<file path="config.mk">
export PLATFORM = sky130hd
export DESIGN_NAME = ser_tx_top
export DESIGN_NICKNAME = d
export VERILOG_FILES = /design/src/rtl/sertx_pkg.sv /design/src/rtl/sertx_mode_reg.sv /design/src/rtl/sertx_prescale.sv /design/src/rtl/sertx_framer.sv /design/src/rtl/sertx_shifter.sv /design/src/rtl/ser_tx_top.sv
export SDC_FILE = /design/constraint.sdc
export NUM_CORES = 1
export LEC_CHECK = 0
export BUFFER_PORTS_ARGS = -buffer_cell sky130_fd_sc_hd__buf_2
export CORE_ASPECT_RATIO = 1.75
export CORE_MARGIN = 3
export CORE_UTILIZATION = 55
export CTS_CLUSTER_SIZE = 40
export DETAILED_ROUTE_END_ITERATION = 8
export PLACE_DENSITY = 0.77
export SLEW_MARGIN = 15
export SYNTH_ARGS = -nofsm -noshare
export SYNTH_HDL_FRONTEND = slang
export SYNTH_SLANG_ARGS = --single-unit
</file>
<file path="constraint.sdc">
create_clock -name clk_i -period 2.5 [get_ports clk_i]
set_input_delay 0.125 -clock clk_i [delete_from_list [all_inputs] [get_ports clk_i]]
set_output_delay 0.125 -clock clk_i [all_outputs]
set_load 0.02 [all_outputs]
</file>
<file path="src/rtl/sertx_pkg.sv">
package sertx_pkg;
  typedef struct packed {
    logic       sync_mode;
    logic       len7;
    logic       par_en;
    logic       par_odd;
    logic       stop2;
    logic       mp;
    logic [1:0] clk_sel;
  } mode_t;

  localparam int unsigned FRAME_W = 12;
  localparam int unsigned LEN_W   = 4;
endpackage

</file>
<file path="src/rtl/sertx_mode_reg.sv">
module sertx_mode_reg
  import sertx_pkg::*;
(
  input  logic       clk_i,
  input  logic       rst_ni,
  input  logic       standby_i,
  input  logic       we_i,
  input  logic [7:0] wdata_i,
  output mode_t      mode_o
);
  mode_t q;
  always_ff @(posedge clk_i or negedge rst_ni) begin
    if (!rst_ni)        q <= '0;
    else if (standby_i) q <= '0;
    else if (we_i)      q <= mode_t'(wdata_i);
  end
  assign mode_o = q;
endmodule

</file>
<file path="src/rtl/sertx_prescale.sv">
module sertx_prescale #(
  parameter int unsigned SEL_W = 2
) (
  input  logic             clk_i,
  input  logic             rst_ni,
  input  logic             en_i,
  input  logic [SEL_W-1:0] sel_i,
  output logic             tick_o
);
  localparam int unsigned MAX_SH = 2 * ((1 << SEL_W) - 1);
  localparam int unsigned CNT_W  = (MAX_SH > 0) ? MAX_SH : 1;

  logic [CNT_W:0]   div;
  logic [CNT_W-1:0] cnt;
  logic [CNT_W-1:0] lim;

  // divide = 4^sel
  assign div    = (CNT_W+1)'(1) << {sel_i, 1'b0};
  assign lim    = CNT_W'(div - 1'b1);
  assign tick_o = en_i && (cnt == lim);

  always_ff @(posedge clk_i or negedge rst_ni) begin
    if (!rst_ni)     cnt <= '0;
    else if (!en_i)  cnt <= '0;
    else if (tick_o) cnt <= '0;
    else             cnt <= cnt + 1'b1;
  end
endmodule

</file>
<file path="src/rtl/sertx_framer.sv">
module sertx_framer
  import sertx_pkg::*;
(
  input  mode_t              mode_i,
  input  logic [7:0]         data_i,
  output logic [FRAME_W-1:0] bits_o,
  output logic [LEN_W-1:0]   len_o
);
  logic [LEN_W-1:0] nd;
  logic [7:0]       deff;
  logic             par;

  always_comb begin
    bits_o = '1;
    nd     = mode_i.len7 ? LEN_W'(7) : LEN_W'(8);
    deff   = mode_i.len7 ? {1'b0, data_i[6:0]} : data_i;
    par    = (^deff) ^ mode_i.par_odd;
    if (mode_i.sync_mode) begin
      bits_o[7:0] = data_i;
      len_o       = LEN_W'(8);
    end else begin
      bits_o[0] = 1'b0;
      for (int i = 0; i < 8; i++) begin
        if (i < int'(nd)) bits_o[i+1] = data_i[i];
      end
      if (mode_i.par_en) bits_o[nd+LEN_W'(1)] = par;
      // unused high positions stay 1 and act as stop bits
      len_o = LEN_W'(2) + nd + LEN_W'(mode_i.par_en) + LEN_W'(mode_i.stop2);
    end
  end
endmodule

</file>
<file path="src/rtl/sertx_shifter.sv">
module sertx_shifter
  import sertx_pkg::*;
#(
  parameter int unsigned HALF_TICKS = 2
) (
  input  logic               clk_i,
  input  logic               rst_ni,
  input  logic               start_i,
  input  mode_t              mode_i,
  input  logic [FRAME_W-1:0] bits_i,
  input  logic [LEN_W-1:0]   len_i,
  input  logic               tick_i,
  output logic               busy_o,
  output logic [1:0]         sel_o,
  output logic               txd_o,
  output logic               sck_o
);
  localparam int unsigned BIT_T = 2 * HALF_TICKS;
  localparam int unsigned TW    = (BIT_T > 2) ? $clog2(BIT_T) : 1;

  logic               busy, sync_q;
  logic [1:0]         sel_q;
  logic [FRAME_W-1:0] sh;
  logic [LEN_W-1:0]   left;
  logic [TW-1:0]      tcnt;

  always_ff @(posedge clk_i or negedge rst_ni) begin
    if (!rst_ni) begin
      busy   <= 1'b0;
      sync_q <= 1'b0;
      sel_q  <= '0;
      sh     <= '1;
      left   <= '0;
      tcnt   <= '0;
    end else if (!busy) begin
      if (start_i) begin
        busy   <= 1'b1;
        sync_q <= mode_i.sync_mode;
        sel_q  <= mode_i.clk_sel;
        sh     <= bits_i;
        left   <= len_i;
        tcnt   <= '0;
      end
    end else if (tick_i) begin
      if (tcnt == TW'(BIT_T - 1)) begin
        tcnt <= '0;
        if (left == LEN_W'(1)) busy <= 1'b0;
        else begin
          sh   <= {1'b1, sh[FRAME_W-1:1]};
          left <= left - 1'b1;
        end
      end else begin
        tcnt <= tcnt + 1'b1;
      end
    end
  end

  assign busy_o = busy;
  assign sel_o  = sel_q;
  assign txd_o  = busy ? sh[0] : 1'b1;
  assign sck_o  = !(busy && sync_q && (tcnt < TW'(HALF_TICKS)));
endmodule

</file>
<file path="src/rtl/ser_tx_top.sv">
module ser_tx_top
  import sertx_pkg::*;
#(
  parameter int unsigned HALF_TICKS = 2
) (
  input  logic       clk_i,
  input  logic       rst_ni,
  input  logic       standby_i,
  input  logic       reg_we_i,
  input  logic [7:0] reg_wdata_i,
  output logic [7:0] reg_rdata_o,
  input  logic [7:0] tx_data_i,
  input  logic       start_i,
  output logic       ready_o,
  output logic       txd_o,
  output logic       sck_o
);
  mode_t              mode;
  logic [FRAME_W-1:0] bits;
  logic [LEN_W-1:0]   len;
  logic               busy, tick;
  logic [1:0]         sel;

  sertx_mode_reg i_mode (
    .clk_i, .rst_ni, .standby_i,
    .we_i(reg_we_i), .wdata_i(reg_wdata_i), .mode_o(mode)
  );

  sertx_framer i_framer (
    .mode_i(mode), .data_i(tx_data_i), .bits_o(bits), .len_o(len)
  );

  sertx_prescale #(.SEL_W(2)) i_presc (
    .clk_i, .rst_ni, .en_i(busy), .sel_i(sel), .tick_o(tick)
  );

  sertx_shifter #(.HALF_TICKS(HALF_TICKS)) i_shift (
    .clk_i, .rst_ni, .start_i, .mode_i(mode), .bits_i(bits), .len_i(len),
    .tick_i(tick), .busy_o(busy), .sel_o(sel), .txd_o, .sck_o
  );

  assign reg_rdata_o = mode;
  assign ready_o     = !busy;
endmodule

</file>
==> results of run 1 <==
## power by group
| group | switching (W) | total, W | leakage [nW] | internal [W] |
|---|---|---|---|---|
| Clock | 0.000204 | 0.000604 | 0.0683 | 0.000399 |
| Sequential | 0.0000606 | 0.000689 | 0.417 | 0.000628 |
| Combinational | 0.000183 | 0.000335 | 0.585 | 0.000153 |
| Total | 0.000448 | 0.00163 | 1.07 | 0.00118 |
## repair_timing
action,in CTS,in global routing
endpoints found under the hold margin,24,0
hold buffers,1,0
buffers inserted,0,0
gates resized for setup,1,0
endpoints found under the setup margin,2,0
## kinds of logic after synthesis
group	share of synthesized area, %
XOR/XNOR	6.01
multiplexers	15.6
AND/OR/NAND/NOR	17.0
flip-flops	45.6
buffers and inverters	2.97
adder cells (fa/ha/maj)	5.02
AO/OA/AOI/OAI	7.80
## final timing paths
kind                             startpoint          endpoint  slack [ns]  depth (start not counted)
min                          reg_wdata_i[7]  i_mode.mode_o[7]        0.09                          3
min in group asynchronous            rst_ni   i_shift.tcnt[1]        0.43                          2
max in group asynchronous            rst_ni  i_mode.mode_o[7]        1.60                          2
max reg2reg                i_shift.sel_o[1]   i_shift.left[1]        0.18                          7
max                        i_shift.sel_o[1]   i_shift.left[1]        0.18                          7
min reg2reg                  i_shift.sync_q    i_shift.sync_q        0.50                          2
## flip-flops by register name, indices dropped and copies added, names as in the netlist
name and flops:
i_shift.sh 10, i_mode.mode_o 8, i_presc.cnt 6, i_shift.left 4, i_shift.sel_o 2, i_shift.tcnt 2, i_shift.busy_o 1, i_shift.sync_q 1
## worst min-delay path: stages
cell and delay (ns):
sky130_fd_sc_hd__buf_2 0.07, sky130_fd_sc_hd__mux2i_1 0.05, sky130_fd_sc_hd__nor2_1 0.08
## per-stage QoR
step / utilization [%] / setup WS, ns / instance area, um^2 / cells
floorplan: - / 0.358 / 1890 / 187
global placement: 64.8 / 0.0557 / 2080 / 256
detailed placement: 64.8 / -0.0106 / 2080 / 256
CTS: 69.6 / 0.189 / 2230 / 265
global route: 69.6 / 0.0472 / 2230 / 265
finish: 69.6 / 0.177 / 2230 / 265
## final cells by class
type / count / share of cell area, %
Clock buffer: 5 / 3.08
Clock inverter: 3 / 3.08
Inverter: 7 / 1.18
Multi-Input combinational cell: 140 / 43.9
Sequential cell: 34 / 38.6
Tap cell: 43 / 2.41
Timing Repair Buffer: 33 / 7.73
## layer usage
metal / GRT usage (%) / part of all wire (%)
met5: 0 / 0
met4: 10.8 / 3.3
met3: 4.29 / 3.9
met2: 40.2 / 57
met1: 23.9 / 35
## synthesized netlist by cell type
library cell                 n  area share [%]
sky130_fd_sc_hd__o2111ai_1   1            0.46
sky130_fd_sc_hd__xnor2_1     9             4.2
sky130_fd_sc_hd__buf_6       1            0.59
sky130_fd_sc_hd__nor3b_1     1            0.40
sky130_fd_sc_hd__nand2b_1    3            0.99
sky130_fd_sc_hd__nand3_1     5             1.3
sky130_fd_sc_hd__or2b_1      1            0.40
sky130_fd_sc_hd__nor4_1      2            0.66
sky130_fd_sc_hd__o21ai_1     1            0.26
sky130_fd_sc_hd__a21oi_4     1            0.86
sky130_fd_sc_hd__and3_1      4             1.3
sky130_fd_sc_hd__clkbuf_1    3            0.59
sky130_fd_sc_hd__a31o_2      1            0.46
sky130_fd_sc_hd__a222oi_1    1            0.53
sky130_fd_sc_hd__mux2i_1    16             8.5
sky130_fd_sc_hd__inv_1       7             1.4
sky130_fd_sc_hd__nor3_1      2            0.53
sky130_fd_sc_hd__nor2b_1     2            0.66
sky130_fd_sc_hd__dfrtp_1    24              32
sky130_fd_sc_hd__xor2_1      4             1.9
sky130_fd_sc_hd__a41o_1      1            0.53
sky130_fd_sc_hd__o21ai_0    13             3.4
sky130_fd_sc_hd__and4b_1     1            0.53
sky130_fd_sc_hd__nand2_1    27             5.4
sky130_fd_sc_hd__o22ai_1     1            0.33
sky130_fd_sc_hd__ha_1        6             4.0
sky130_fd_sc_hd__a21oi_2     1            0.46
sky130_fd_sc_hd__mux2_2     12             7.1
sky130_fd_sc_hd__nor2_1     19             3.8
sky130_fd_sc_hd__or2_2       1            0.33
sky130_fd_sc_hd__fa_1        1             1.1
sky130_fd_sc_hd__nand3b_1    1            0.40
sky130_fd_sc_hd__nand4_1     1            0.33
sky130_fd_sc_hd__a41oi_1     1            0.46
sky130_fd_sc_hd__buf_1       2            0.40
sky130_fd_sc_hd__dfstp_2    10              14
==> run metrics, run 1 <==
Detailed Route Iter0 Violations=44; min Tclk post-route=2.32 ns; number of unique standard cell types used by synthesis=36; last weighted congestion value of the routability-driven placer=0.764; portion of the post-synthesis area used by sequential elements=45.6%; iteration count of the initial detailed-routing pass=4; Data required, critical path=2.67 ns; Inserted Diodes=0; Final period util=92.9%; Die X=50.4 um; endpoint type of the worst setup path=flip-flop; most frequent cells in the layout=sky130_fd_sc_hd__buf_2, sky130_fd_sc_hd__nand2_1, sky130_fd_sc_hd__dfrtp_1; DRC violation count after routing=0; arrival time at the worst endpoint=2.49 ns; antenna violations before repair=0; I/O Buffers=31; initial standard-cell utilization of the core=59.0%; total overflow reported by the global router=0; PD cells=729 nW/um^2; area used by multi-input combinational logic=981 um^2; most frequent CP cell=sky130_fd_sc_hd__a21oi_4; measured slew at the worst slew-check pin=0.732 ns; Seq cells post-synth=34; maximum cell stage delay along the critical path=0.43 ns; clock latency on the worst-skew pair=0.28 ns; launching element type of the critical path=flip-flop; CTS clk-pin slew, worst paths=0.07 ns; Gate Count Post-Synth=187; floorplan row count=27; number of levels the H-tree was split into=2; library cell used as clock root buffer=sky130_fd_sc_hd__clkbuf_8; Max VDD drop=0.000774 V; Core Region=3210 um^2; clock sink count=34; commonest non-fill, non-tap cell in the layout=sky130_fd_sc_hd__buf_2; Area growth syn-to-layout=18.0%; CP cell instances=or2_2 > ha_1 > xor2_1 > nand3_1 > a21oi_4 > a21oi_4 > mux2_2; fraction of final layout cells with drive strength greater than 1=29.7%; Finish-stage setup viols=0; DIE HEIGHT=83.6 um; FMAX=0.431 GHz; Clock Skew=0.00762 ns; synthesized area divided by synthesized cell count=10.1 um^2; clock tree from TritonCTS=done; number of top-level pins=32; aggregate negative setup slack=0 ns; worst slew slack as a fraction of its limit=51.2%; Tot Pwr=0.00163 W; number of nets still failing antenna checks after routing=0; synthesized cell area=1890 um^2; cell type group with the largest total delay on the critical path=compound AO/OA/AOI/OAI gates; via count of the first global-routing pass=1590; category of the most critical setup path=flip-flop to flip-flop; Nets=249; placed wire-length estimate=2960 um; number of pins with negative max-slew slack in the final report=0; register area=863 um^2; leakage power figure=1.07 nW; FILL cells=250; vias after detailed routing=1498; maximum fanout count along the critical path=13; Total Wirelength=4120 um; TritonCTS buffer count=5; Buffers & Inverters on Critical Path=0; largest net degree at the start of global routing=35; classification of the worst-slack hold path=primary input to flip-flop; Syn. warnings=0; Longest Clk Path Bufs=2; RSZ-0062 raised after global routing=no; Post-Syn Nets=215; tightest hold margin=0.0867 ns; count of max-cap constraint violations=0; global router's overall resource usage=22.3%; Die Footprint=4210 um^2; Final Hold Viols=0; Vias per Instance=5.65; slowest CP cell=sky130_fd_sc_hd__dfrtp_1; average wire per cell in the routed design=15.5 um; run status=finished, final reports clean; wire length of the first global-routing pass=7240 um
Power figures use the tool's default switching activity.
==> run 2: changes to the inputs <==
PLACE_DENSITY = 0.76   (was 0.77)
SYNTH_HIERARCHICAL = 1   (was unset)
==> run metrics, run 2 <==
FMAX=0.442 GHz (was 0.431 GHz); number of levels the H-tree was split into=2 (unchanged); placed instance area=2330 um^2 (was 2080 um^2); average wire per cell in the routed design=15.2 um (was 15.5 um); worst slew slack as a fraction of its limit=48.0% (was 51.2%); antenna violations before repair=0 (unchanged); adder and majority gate portion of the synthesized area=3.84% (was 5.02%); category of the most critical setup path=flip-flop to flip-flop (unchanged); TritonCTS buffer count=5 (unchanged); EDFF count, synth=0 (unchanged); Max VDD drop=0.000747 V (was 0.000774 V); most frequent cells in the layout=sky130_fd_sc_hd__buf_2, sky130_fd_sc_hd__nor2_1, sky130_fd_sc_hd__dfrtp_1 (was sky130_fd_sc_hd__buf_2, sky130_fd_sc_hd__nand2_1, sky130_fd_sc_hd__dfrtp_1); initial standard-cell utilization of the core=58.1% (was 59.0%); number of nets still failing antenna checks after routing=0 (unchanged); commonest non-fill, non-tap cell in the layout=sky130_fd_sc_hd__buf_2 (unchanged); combinational family with the most area after synthesis=simple AND/OR/NAND/NOR gates (unchanged); number of top-level pins=32 (unchanged); floorplan row count=29 (was 27); measured slew at the worst slew-check pin=0.780 ns (was 0.732 ns); number of pins with negative max-slew slack in the final report=0 (unchanged); synthesized area divided by synthesized cell count=10.2 um^2 (was 10.1 um^2); RSZ-0062 raised after global routing=no (unchanged); mux contribution to synthesized area=14.0% (was 15.6%); Total Wirelength=4430 um (was 4120 um); vias after detailed routing=1624 (was 1498); count of max-cap constraint violations=0 (unchanged); placed wire-length estimate=3200 um (was 2960 um); arrival time at the worst endpoint=2.44 ns (was 2.49 ns); Commonest cells post-synth=sky130_fd_sc_hd__nor2_1, sky130_fd_sc_hd__dfrtp_1, sky130_fd_sc_hd__mux2i_1 (was sky130_fd_sc_hd__nand2_1, sky130_fd_sc_hd__dfrtp_1, sky130_fd_sc_hd__nor2_1); cell type group with the largest total delay on the critical path=compound AO/OA/AOI/OAI gates (unchanged); clock sink count=36 (was 34); run status=finished, final reports clean (unchanged); top cells by area, synth=sky130_fd_sc_hd__dfrtp_1, sky130_fd_sc_hd__dfstp_2, sky130_fd_sc_hd__mux2i_1 (unchanged); Die Footprint=4730 um^2 (was 4210 um^2); iteration count of the initial detailed-routing pass=4 (unchanged); fraction of the mapped netlist area in compound gates=11.1% (was 7.80%); Detailed Route Iter0 Violations=41 (was 44); PD cells=893 nW/um^2 (was 729 nW/um^2); clock tree from TritonCTS=done (unchanged); post-cts repair resize count=0 (was 1); Final Hold Viols=0 (unchanged); aggregate negative setup slack=0 ns (unchanged); Seq cells post-synth=36 (was 34); Simple-Gate Fraction of Synth Area=19.1% (was 17.0%); fraction of post-synthesis cell area in the top cell type by area=27.9% (was 31.7%); maximum cell stage delay along the critical path=0.42 ns (was 0.43 ns); I/O Buffers=31 (unchanged); cell taking the most area after synthesis=sky130_fd_sc_hd__dfrtp_1 (unchanged); synthesized cell area=2150 um^2 (was 1890 um^2); largest net degree at the start of global routing=37 (was 35); flip-flop count of the largest register after layout=12 (was 10); launching element type of the critical path=flip-flop (unchanged); Finish-stage setup viols=0 (unchanged); Area growth syn-to-layout=14.7% (was 18.0%); Vias per Instance=5.58 (was 5.65); portion of the post-synthesis area used by sequential elements=42.6% (was 45.6%); last weighted congestion value of the routability-driven placer=0.861 (was 0.764); slowest CP cell=sky130_fd_sc_hd__dfrtp_1 (unchanged); min Tclk post-route=2.26 ns (was 2.32 ns); Biggest register=i_shift/sh (was i_shift.sh); DIE HEIGHT=88.8 um (was 83.6 um); fraction of final layout cells with drive strength greater than 1=31.8% (was 29.7%); library cell used as clock root buffer=sky130_fd_sc_hd__clkbuf_8 (unchanged); xor/xnor cell area share of the yosys netlist=4.48% (was 6.01%); Inserted Diodes=0 (unchanged); via count of the first global-routing pass=1669 (was 1590); most frequently used flop master after synthesis=sky130_fd_sc_hd__dfrtp_1 (unchanged); global router's overall resource usage=21.9% (was 22.3%); Nets=271 (was 249); classification of the worst-slack hold path=primary input to flip-flop (unchanged); DRC violation count after routing=0 (unchanged); number of unique standard cell types used by synthesis=50 (was 36); Data required, critical path=2.68 ns (was 2.67 ns); endpoint type of the worst setup path=flip-flop (unchanged); Clock Skew=0.00542 ns (was 0.00762 ns); most frequent cell after synthesis=sky130_fd_sc_hd__nor2_1 (was sky130_fd_sc_hd__nand2_1); total overflow reported by the global router=0 (unchanged); Synth async-reset ratio=100% (unchanged); wire length of the first global-routing pass=7540 um (was 7240 um); maximum fanout count along the critical path=10 (was 13); Final period util=90.6% (was 92.9%); Die X=53.3 um (was 50.4 um); Layout Cell Area excl Fill=2470 um^2 (was 2230 um^2); CTS clk-pin slew, worst paths=0.07 ns (about the same); Longest Clk Path Bufs=2 (unchanged); Gate Count Post-Synth=211 (was 187); CP cell instances=nor3_1 > o2111ai_1 > a22oi_2 > and2_2 > nand3_2 > o21ai_4 > o21ai_1 > a22o_1 (was or2_2 > ha_1 > xor2_1 > nand3_1 > a21oi_4 > a21oi_4 > mux2_2); clock latency on the worst-skew pair=0.29 ns (was 0.28 ns); Syn. warnings=6 (was 0); Buffers & Inverters on Critical Path=0 (unchanged); leakage power figure=1.18 nW (was 1.07 nW); Core Region=3700 um^2 (was 3210 um^2); Setup Fix Bufs, Post-CTS=0 (unchanged)
run 2: cell types whose count changed in the layout (fill, tap and decap cells not counted), moves of 7 or more:
cell,change
sky130_fd_sc_hd__a21oi_2,+7
sky130_fd_sc_hd__a21oi_1,+7
sky130_fd_sc_hd__nor2_1,+9
sky130_fd_sc_hd__nand2_1,-14
sky130_fd_sc_hd__o21ai_0,-11
run 2: worst register-to-register path, cell delays in order, from the launching register on:
cell and delay, ns:
sky130_fd_sc_hd__dfrtp_1 0.42, sky130_fd_sc_hd__nor3_1 0.19, sky130_fd_sc_hd__o2111ai_1 0.18, sky130_fd_sc_hd__a22oi_2 0.30, sky130_fd_sc_hd__and2_2 0.27, sky130_fd_sc_hd__nand3_2 0.13, sky130_fd_sc_hd__o21ai_4 0.31, sky130_fd_sc_hd__o21ai_1 0.12
sky130_fd_sc_hd__a22o_1 0.24
run 2: routing by layer:
layer  up-vias  wire, um  GRT usage [%]
li1        799         -              -
met1       774      1750           23.2
met2        36      2390           38.5
met3        15       141           4.05
met4         0       155           13.3
met5         -         0              0
run 2: stage by stage:
stage,setup WS (ns),instances,hold slack [ns],total power [W],utilization [%]
after floorplan,0.473,213,-0.171,0.00147,-
after CTS,0.228,291,0.0728,0.00223,66.7
after global routing,0.00152,291,0.0903,0.00236,66.7
final,0.236,291,0.0797,0.00221,66.7
after detailed placement,0.246,282,0.247,0.00166,63.0
after global placement,0.304,282,0.253,0.00163,63.0
run 2: power breakdown:
| part | switching, W | total (W) | internal [W] | leakage (nW) |
|---|---|---|---|---|
| combinational | 0.000342 | 0.000675 | 0.000333 | 0.687 |
| clock | 0.000200 | 0.000552 | 0.000352 | 0.0645 |
| sequential | 0.000162 | 0.000979 | 0.000817 | 0.429 |
run 2: path summary, 6_finish.rpt:
kind,to,slack (ns),start,cells after the start
worst max-delay path,i_shift/left[0],0.24,i_presc/cnt[4],8
worst min-delay path,i_mode/mode_o[0],0.08,reg_wdata_i[0],3
worst max register to register,i_shift/left[0],0.24,i_presc/cnt[4],8
worst min register to register,i_shift/sync_q,0.50,i_shift/sync_q,2
max in group asynchronous,i_shift/tcnt[0],1.55,rst_ni,2
min in group asynchronous,i_mode/mode_o[1],0.45,rst_ni,2
run 2: cells by family after synthesis:
logic type,after synthesis
compound gates,31
buf+inv,17
other cells,1
xor+xnor,11
fa+ha+maj,6
flops,36
mux,29
simple gates,80
run 2: layout make-up:
class                      instances  area (um^2)
fill                             316         1230
timing repair buffer              36          208
clock buffer                       7         96.3
inverter                           5         18.8
sequential                        36          916
clock inverter                     1         30.0
multi-input combinational        160         1140
tap                               46         57.6
run 2: repair_timing:
action	in CTS	in global routing
endpoints found under the setup margin	0	0
hold buffers	1	0
endpoints found under the hold margin	24	0
==> run 3: changes to the inputs <==
CORE_MARGIN = 1   (was 3)
==> run metrics, run 3 (same netlist as run 2, synthesis figures left out) <==
flip-flop count of the largest register after layout=12 (unchanged); DIE HEIGHT=84.8 um (was 88.8 um); Core Region=3660 um^2 (was 3700 um^2); Setup Fix Bufs, Post-CTS=0 (unchanged); fraction of final layout cells with drive strength greater than 1=30.7% (was 31.8%); classification of the worst-slack hold path=primary input to flip-flop (unchanged); wire length of the first global-routing pass=6990 um (was 7540 um); endpoint type of the worst setup path=flip-flop (unchanged); Clock Skew=0.00895 ns (was 0.00542 ns); global router's overall resource usage=21.8% (was 21.9%); clock tree from TritonCTS=done (unchanged); Detailed Route Iter0 Violations=23 (was 41); largest net degree at the start of global routing=37 (unchanged); TritonCTS buffer count=5 (unchanged); I/O Buffers=31 (unchanged); launching element type of the critical path=flip-flop (unchanged); clock latency on the worst-skew pair=0.28 ns (was 0.29 ns); library cell used as clock root buffer=sky130_fd_sc_hd__clkbuf_8 (unchanged); highest layer used for signal routing=met4 (unchanged); Final WS setup=0.377 ns (was 0.236 ns); Final Hold Viols=0 (unchanged); vias after detailed routing=1559 (was 1624); Die X=49.3 um (was 53.3 um); Max VDD drop=0.000553 V (was 0.000747 V); Die Footprint=4180 um^2 (was 4730 um^2); number of nets still failing antenna checks after routing=0 (unchanged); worst slew slack as a fraction of its limit=48.6% (was 48.0%); Final period util=84.9% (was 90.6%); RSZ-0062 raised after global routing=no (unchanged); leakage power figure=1.16 nW (was 1.18 nW); FMAX=0.471 GHz (was 0.442 GHz); number of levels the H-tree was split into=2 (unchanged); DRC violation count after routing=0 (unchanged); number of top-level pins=32 (unchanged); Inserted Diodes=0 (unchanged); floorplan row count=29 (unchanged); initial standard-cell utilization of the core=58.7% (was 58.1%); Biggest register=i_shift/sh (unchanged); maximum fanout count along the critical path=27 (was 10); Longest Clk Path Bufs=2 (unchanged); clock sink count=36 (unchanged); post-cts repair resize count=0 (unchanged); Routed met1 length=1630 um (was 1750 um); CTS clk-pin slew, worst paths=0.07 ns (about the same); Finish-stage setup viols=0 (unchanged); placed wire-length estimate=2920 um (was 3200 um); total overflow reported by the global router=0 (unchanged); last weighted congestion value of the routability-driven placer=0.787 (was 0.861); most frequent cells in the layout=sky130_fd_sc_hd__buf_2, sky130_fd_sc_hd__nor2_1, sky130_fd_sc_hd__dfrtp_1 (unchanged); antenna violations before repair=0 (unchanged); number of pins with negative max-slew slack in the final report=0 (unchanged); Area growth syn-to-layout=12.7% (was 14.7%); category of the most critical setup path=flip-flop to flip-flop (unchanged); FILL cells=316 (unchanged); arrival time at the worst endpoint=2.32 ns (was 2.44 ns); run status=finished, final reports clean (unchanged); min Tclk post-route=2.12 ns (was 2.26 ns); wire length on met3=90 um (was 141 um); average wire per cell in the routed design=13.6 um (was 15.2 um); via count of the first global-routing pass=1570 (was 1669); Nets=270 (was 271); commonest non-fill, non-tap cell in the layout=sky130_fd_sc_hd__buf_2 (unchanged); aggregate negative setup slack=0 ns (unchanged); count of max-cap constraint violations=0 (unchanged); iteration count of the initial detailed-routing pass=4 (unchanged); Data required, critical path=2.69 ns (was 2.68 ns); measured slew at the worst slew-check pin=0.771 ns (was 0.780 ns); PD cells=841 nW/um^2 (was 893 nW/um^2); metal2 WL=2210 um (was 2390 um); post-placement setup slack=0.389 ns (was 0.246 ns); Total Wirelength=3960 um (was 4430 um); Vias per Instance=5.38 (was 5.58)
==> run 3: cell count changes in the layout (fill, tap and decap cells not counted) <==
| cell | previous run | this run |
|---|---|---|
| sky130_fd_sc_hd__clkbuf_8 | 7 | 6 |
| sky130_fd_sc_hd__buf_4 | 3 | 2 |
| sky130_fd_sc_hd__clkbuf_1 | 0 | 2 |
| sky130_fd_sc_hd__bufinv_16 | 1 | 0 |
==> run 3: report_power, final <==
group	switching [W]	leakage [nW]	internal, W
Clock	0.000192	0.0455	0.000225
Combinational	0.000323	0.682	0.000320
Sequential	0.000162	0.429	0.000816
Total	0.000677	1.16	0.00136
==> run 3: final timing paths <==
kind / from / to / slack [ns] / cells past startpoint
max in group asynchronous: rst_ni / i_shift/left[1] / 1.55 / 2
min reg2reg: i_shift/tcnt[0] / i_shift/tcnt[0] / 0.49 / 1
min in group asynchronous: rst_ni / i_mode/mode_o[0] / 0.45 / 2
min: reg_wdata_i[0] / i_mode/mode_o[0] / 0.09 / 3
max reg2reg: i_presc/cnt[4] / i_shift/left[1] / 0.38 / 9
max: i_presc/cnt[4] / i_shift/left[1] / 0.38 / 9
==> run 3: final cells by class <==
class / instances / area (um^2) / share of cell area [%]
Sequential cell: 36 / 916 / 37.8
Inverter: 5 / 18.8 / 0.774
Tap cell: 46 / 57.6 / 2.37
Timing Repair Buffer: 35 / 200 / 8.26
Multi-Input combinational cell: 160 / 1140 / 47.1
Clock buffer: 8 / 90.1 / 3.72
==> run 3: critical path: stages, from the launching register on <==
cell                        delay [ns]
sky130_fd_sc_hd__dfrtp_1          0.41
sky130_fd_sc_hd__nor3_1           0.19
sky130_fd_sc_hd__o2111ai_1        0.18
sky130_fd_sc_hd__a22oi_2          0.31
sky130_fd_sc_hd__and2_2           0.27
sky130_fd_sc_hd__nand3_2          0.13
sky130_fd_sc_hd__o21ai_4          0.18
sky130_fd_sc_hd__buf_12           0.19
sky130_fd_sc_hd__o211ai_1         0.10
sky130_fd_sc_hd__o21ai_0          0.08
==> run 3: timing repair <==
action	in CTS	in global routing
setup endpoints to repair	0	0
hold endpoints to repair	24	0
hold buffers	1	0
==> run 3: per-stage QoR <==
step	cell area, um^2	cells	utilization [%]	hold slack (ns)	power (W)
floorplan	2160	213	-	-0.171	0.00147
global placement	2320	281	63.4	0.248	0.00162
detailed placement	2320	281	63.4	0.248	0.00164
CTS	2420	290	66.2	0.0930	0.00206
global route	2420	290	66.2	0.103	0.00220
finish	2420	290	66.2	0.0925	0.00204
==> run 3: layer usage <==
layer | track usage, % | up-vias
li1 | - | 792
met1 | 24.0 | 739
met2 | 41.0 | 24
met3 | 3.80 | 4
met4 | 6.68 | 0
met5 | 0 | -
